File: src/rtl/rx_line_pkg.sv
package rx_line_pkg;

    localparam int CHAR_W = 8;

    typedef enum logic [1:0] {
        OCC_EMPTY   = 2'd0,
        OCC_PARTIAL = 2'd1,
        OCC_FULL    = 2'd2
    } occ_state_e;

    typedef struct packed {
        logic              perr;
        logic [CHAR_W-1:0] data;
    } rx_entry_t;

endpackage

File: src/rtl/rx_occ_fsm.sv
module rx_occ_fsm
    import rx_line_pkg::*;
#(
    parameter int DEPTH = 16
) (
    input  logic clk,
    input  logic rst_n,
    input  logic push_req,
    input  logic pop_req,
    output logic push_ok,
    output logic pop_ok,
    output logic overrun_evt,
    output logic is_empty,
    output logic is_full
);

    localparam int CNT_W = $clog2(DEPTH + 1);
    localparam logic [CNT_W-1:0] LAST_FREE = CNT_W'(DEPTH - 1);
    localparam logic [CNT_W-1:0] ONE_LEFT  = CNT_W'(1);

    occ_state_e       state_q, state_n;
    logic [CNT_W-1:0] count_q, count_n;

    // state register
    always_ff @(posedge clk or negedge rst_n) begin
        if (!rst_n) begin
            state_q <= OCC_EMPTY;
            count_q <= '0;
        end else begin
            state_q <= state_n;
            count_q <= count_n;
        end
    end

    // transitions
    always_comb begin
        state_n = state_q;
        unique case (state_q)
            OCC_EMPTY: begin
                if (push_req) begin
                    state_n = (DEPTH == 1) ? OCC_FULL : OCC_PARTIAL;
                end
            end
            OCC_PARTIAL: begin
                if (push_req && !pop_req && count_q == LAST_FREE) begin
                    state_n = OCC_FULL;
                end else if (pop_req && !push_req && count_q == ONE_LEFT) begin
                    state_n = OCC_EMPTY;
                end
            end
            OCC_FULL: begin
                if (pop_req && !push_req) begin
                    state_n = (DEPTH == 1) ? OCC_EMPTY : OCC_PARTIAL;
                end
            end
            default: state_n = OCC_EMPTY;
        endcase
    end

    // outputs
    always_comb begin
        push_ok     = 1'b0;
        pop_ok      = 1'b0;
        overrun_evt = 1'b0;
        is_empty    = 1'b0;
        is_full     = 1'b0;
        unique case (state_q)
            OCC_EMPTY: begin
                is_empty = 1'b1;
                push_ok  = push_req;
            end
            OCC_PARTIAL: begin
                push_ok = push_req;
                pop_ok  = pop_req;
            end
            OCC_FULL: begin
                is_full     = 1'b1;
                pop_ok      = pop_req;
                push_ok     = push_req && pop_req;
                overrun_evt = push_req && !pop_req;
            end
            default: is_empty = 1'b1;
        endcase
        count_n = count_q + CNT_W'(push_ok) - CNT_W'(pop_ok);
    end

endmodule

File: src/rtl/rx_entry_store.sv
module rx_entry_store
    import rx_line_pkg::*;
#(
    parameter int DEPTH = 16
) (
    input  logic              clk,
    input  logic              rst_n,
    input  logic              wr_en,
    input  rx_entry_t         wr_entry,
    input  logic              rd_en,
    output rx_entry_t         head_entry,
    output logic [CHAR_W-1:0] rhr_q
);

    localparam int PTR_W = (DEPTH > 1) ? $clog2(DEPTH) : 1;
    localparam logic [PTR_W-1:0] PTR_LAST = PTR_W'(DEPTH - 1);

    rx_entry_t        slots [DEPTH];
    logic [PTR_W-1:0] wr_ptr, rd_ptr;

    function automatic logic [PTR_W-1:0] ptr_step(input logic [PTR_W-1:0] p);
        return (p == PTR_LAST) ? '0 : p + PTR_W'(1);
    endfunction

    always_ff @(posedge clk or negedge rst_n) begin
        if (!rst_n) begin
            wr_ptr <= '0;
            rd_ptr <= '0;
            rhr_q  <= '0;
        end else begin
            if (wr_en) wr_ptr <= ptr_step(wr_ptr);
            if (rd_en) begin
                rd_ptr <= ptr_step(rd_ptr);
                rhr_q  <= slots[rd_ptr].data;
            end
        end
    end

    always_ff @(posedge clk) begin
        if (wr_en) slots[wr_ptr] <= wr_entry;
    end

    assign head_entry = slots[rd_ptr];

endmodule

File: src/rtl/rx_sticky_flag.sv
module rx_sticky_flag (
    input  logic clk,
    input  logic rst_n,
    input  logic set_evt,
    input  logic clr_evt,
    output logic flag_q
);

    always_ff @(posedge clk or negedge rst_n) begin
        if (!rst_n) flag_q <= 1'b0;
        else if (set_evt) flag_q <= 1'b1;
        else if (clr_evt) flag_q <= 1'b0;
    end

endmodule

File: src/rtl/rx_line_fifo.sv
module rx_line_fifo
    import rx_line_pkg::*;
#(
    parameter int DEPTH = 16
) (
    input  logic              clk,
    input  logic              rst_n,
    input  logic              char_done,
    input  logic [CHAR_W-1:0] char_data,
    input  logic              char_perr,
    input  logic              host_pop,
    input  logic              host_stat_rd,
    output logic [CHAR_W-1:0] rhr_data,
    output logic              stat_ready,
    output logic              stat_overrun,
    output logic              stat_perr
);

    logic      push_ok, pop_ok, overrun_evt, fifo_empty, fifo_full;
    rx_entry_t head_entry, new_entry;

    assign new_entry = '{perr: char_perr, data: char_data};

    rx_occ_fsm #(.DEPTH(DEPTH)) u_occ (
        .clk         (clk),
        .rst_n       (rst_n),
        .push_req    (char_done),
        .pop_req     (host_pop),
        .push_ok     (push_ok),
        .pop_ok      (pop_ok),
        .overrun_evt (overrun_evt),
        .is_empty    (fifo_empty),
        .is_full     (fifo_full)
    );

    rx_entry_store #(.DEPTH(DEPTH)) u_store (
        .clk        (clk),
        .rst_n      (rst_n),
        .wr_en      (push_ok),
        .wr_entry   (new_entry),
        .rd_en      (pop_ok),
        .head_entry (head_entry),
        .rhr_q      (rhr_data)
    );

    rx_sticky_flag u_ovr (
        .clk     (clk),
        .rst_n   (rst_n),
        .set_evt (overrun_evt),
        .clr_evt (host_stat_rd),
        .flag_q  (stat_overrun)
    );

    assign stat_ready = !fifo_empty;
    assign stat_perr  = !fifo_empty && head_entry.perr;

endmodule

File: config.mk
export PLATFORM = sky130hd
export DESIGN_NAME = rx_line_fifo
export DESIGN_NICKNAME = d
export VERILOG_FILES = /design/src/rtl/rx_line_pkg.sv /design/src/rtl/rx_occ_fsm.sv /design/src/rtl/rx_entry_store.sv /design/src/rtl/rx_sticky_flag.sv /design/src/rtl/rx_line_fifo.sv
export SDC_FILE = /design/constraint.sdc
export NUM_CORES = 1
export LEC_CHECK = 0
export BUFFER_PORTS_ARGS = -buffer_cell sky130_fd_sc_hd__buf_4
export CORE_AREA = 5 5 119 121
export DETAILED_ROUTE_END_ITERATION = 7
export DIE_AREA = 0 0 124 126
export HOLD_SLACK_MARGIN = 0.03
export PLACE_DENSITY = 0.73
export SYNTH_ARGS = -nofsm -noshare
export SYNTH_HDL_FRONTEND = slang
export SYNTH_SLANG_ARGS = --single-unit
File: constraint.sdc
create_clock -name clk -period 2.7 [get_ports clk]
set_clock_uncertainty 0.15 [all_clocks]
set_input_delay 0.135 -clock clk [delete_from_list [all_inputs] [get_ports clk]]
set_output_delay 0.135 -clock clk [all_outputs]
set_load 0.02 [all_outputs]
==> results.json <==
{
  "critical_path_class": "flop to flop",
  "r2r_slack_ns": 0.11,
  "crit_chain": "inv_2, ha_4, a211oi_2, nor3_2, buf_4, buf_4, buf_4, buf_4, buf_4, nand2_4, nor3_4, clkdlybuf4s15_2",
  "arrival_ns": 2.57,
  "critical_path.top_delay_family": "buffers and inverters",
  "synth_area_per_cell_um2": 15.78,
  "setup_viol": 0,
  "num_vias": 3967,
  "htree_num_levels": 4,
  "area_growth_pct": 20.97,
  "io_buffers": 24,
  "r2r_start": "u_occ.state_q[1]",
  "drt_iter0_drc": 306,
  "hold_viol": 0,
  "place_hpwl_um": 8799,
  "grt_pass1_wl_um": 21780,
  "endpoint_kind": "flop",
  "synth_seq_area_share": 0.7127,
  "synth_cells": 438,
  "wl_per_cell_um": 20.39,
  "clkLatencyLatePin_ns": 0.43,
  "synth-seq-cells": 168,
  "fillers": 924,
  "ios": 25,
  "final_util": 0.6440,
  "yosys_warnings": 0,
  "hp-class": "primary input to async pin",
  "cp-start-kind": "flop",
  "critPathMostFrequentCell": "buf_4",
  "slowest_delay_ns": 0.43,
  "cts_tree": "done",
  "dieArea_um2": 15620,
  "vias_per_cell": 5.635,
  "clock-root-buffer": "clkbuf_16",
  "grt_overflow": 0,
  "peakVddDrop_mv": 0.5583,
  "path_max_fanout": 10,
  "num-nets-final": 546,
  "synth_nets": 469,
  "clk_pin_slew_ns": 0.07,
  "fmax_mhz": 385.6,
  "maxCapViolCount": 0,
  "slew_violations": 0,
  "r2r_end": "u_store.slots[2][7]",
  "place_congestion": 0.8543,
  "synth_area_leaders": "edfxtp_1 63%, mux2i_1 9.6%, dfrtp_1 8.7%",
  "drtAntennaViolNets": 0,
  "synth_top_area_share": 0.6257,
  "antenna_found_initial": 0,
  "die_h_um": 126,
  "power_density_nw_per_um2": 1018,
  "fp.coreArea_um2": 12980,
  "syn_area_um2": 6910,
  "cts_sinks": 168,
  "crit_required_ns": 2.68,
  "ys_async_sr_fraction": 0.1429,
  "cts_buffer_depth": 2,
  "initial_core_util": 0.5324,
  "synth_edf_count": 144,
  "grt_max_degree": 35,
  "crit_slowest_cell": "dfrtp_1",
  "tightest_slew_ns": 0.6697,
  "diodes": 0,
  "rsz0062_at_grt": "yes",
  "reg2reg_depth": 12,
  "period_needed_ns": 2.594,
  "synth_top_cell_by_area": "edfxtp_1",
  "grt.total_usage": 0.1900,
  "first_global_vias": 3984,
  "drc_errors": 0,
  "path_buf_inv": 7,
  "dieWidth_um": 124,
  "drive_above_1_share": 0.2348,
  "drtPass1Iterations": 4,
  "crit_cells": 12,
  "synth_top_flop_cell": "edfxtp_1",
  "rows": 42,
  "finalCritPeriodShare": 0.9606,
  "synthDistinctLibCells": 39,
  "cts_made_buffers": 17,
  "status": "completed",
  "wirelength_um": 14360,
  "relSlewSlack": 0.5519,
  "power.leakage_nw": 3.174,
  "tns_ns": 0
}
==> area by class of cell <==
cell class / instances / area [um2] / share of cell area
sequential: 168 / 4931 / 0.5899
multi-input combinational: 233 / 1917 / 0.2293
timing repair buffer: 79 / 646.9 / 0.07738
clock buffer: 18 / 439.2 / 0.05254
tap: 176 / 220.2 / 0.02634
clock inverter: 14 / 142.6 / 0.01706
inverter: 16 / 62.56 / 0.007484
==> synth_stat cells (7+ instances only) <==
library cell,number
buf_2,8
edfxtp_1,144
inv_1,16
nand2_1,30
dfrtp_1,24
a21oi_1,7
nand3_1,24
ha_1,16
nor2_1,14
clkbuf_1,10
a22oi_1,24
mux2i_1,66
==> worst max path at each step <==
stage | end | slack [ns] | start
2_1_floorplan | u_occ.count_q[4] | 0.004 | u_occ.state_q[0]
3_3_place_gp | u_occ.count_q[4] | 0.06 | u_occ.state_q[0]
3_5_place_dp | u_occ.count_q[4] | -0.008 | u_occ.state_q[0]
4_1_cts | u_store.slots[3][5] | 0.006 | u_occ.state_q[0]
5_1_grt | u_occ.count_q[4] | -0.03 | u_occ.state_q[1]
6_report | u_store.slots[2][7] | 0.11 | u_occ.state_q[1]
==> cells by family (layout without fill, tap and decap cells) <==
logic type,after synthesis,count (layout),share of synthesized area
and+or+nand+nor,91,91,0.06229
muxes,72,72,0.1152
xor gates and xnor gates,6,6,0.007605
adders and majority gates,17,17,0.03187
buffers and inverters,37,127,0.02318
DFF,168,168,0.7127
AOI/OAI and AO/OA,47,47,0.04726
==> stage by stage <==
stage	instance area, um2	setup slack, ns	power (mW)	cells	hold WS, ns
CTS	8208	0.006446	8.359	697	0.05047
floorplan	6914	0.003779	5.229	438	-0.3106
global placement	7440	0.05970	5.896	647	-0.07746
global route	8359	-0.03187	8.956	704	0.08455
finish	8359	0.1064	8.510	704	0.06696
detailed placement	7440	-0.008470	5.965	647	-0.06565
==> placed cells by master, fill, tap and decap left out, drive strengths merged, types with 3 or more instances in the layout <==
cell / count
nand3: 24
a21o: 3
mux2i: 66
xnor2: 4
a21oi: 7
dlygate4sd3: 12
o21ai: 5
inv: 19
mux4: 5
clkbuf: 18
nor2: 14
nand2: 30
nor2b: 3
buf: 66
clkinvlp: 4
ha: 16
clkinv: 6
nand4: 6
nor3: 6
edfxtp: 144
a22oi: 24
dfrtp: 24
==> where the power goes <==
group          switching, mW  total [mW]  leakage [nW]  internal [mW]
clock                   1.02        2.33         0.274           1.31
sequential             0.329        3.52          1.59           3.19
combinational           1.46        2.66          1.31           1.20
==> routing by layer <==
layer,up-vias,track usage,part of all wire
li1,1825,-,-
met1,1999,0.2671,0.44
met2,120,0.2943,0.49
met3,23,0.03901,0.050
met4,0,0.07152,0.022
met5,-,0,0
==> worst reg2reg max path, stage by stage, from the launching register on <==
cell             delay (ns)
dfrtp_1                0.43
inv_2                  0.13
ha_4                   0.16
a211oi_2               0.05
nor3_2                 0.16
buf_4                  0.14
buf_4                  0.09
buf_4                  0.08
buf_4                  0.08
buf_4                  0.17
nand2_4                0.09
nor3_4                 0.24
clkdlybuf4s15_2        0.32
==> timing repair <==
item	4_1_cts	5_1_grt
hold endpoints to repair	169	0
gates resized for setup	5	27
setup buffers	5	6
endpoints found under the setup margin	2	146
hold buffers	13	0
gates cloned	0	2
pin swaps	2	8
==> state kept, by name, indices dropped and copies added (netlist names) <==
signal,cells
u_occ.state_q,2
u_store.slots,144
u_ovr.flag_q,1
u_occ.count_q,5
u_store.rd_ptr,4
u_store.wr_ptr,4
u_store.rhr_q,8
Power figures use the tool's default switching activity.
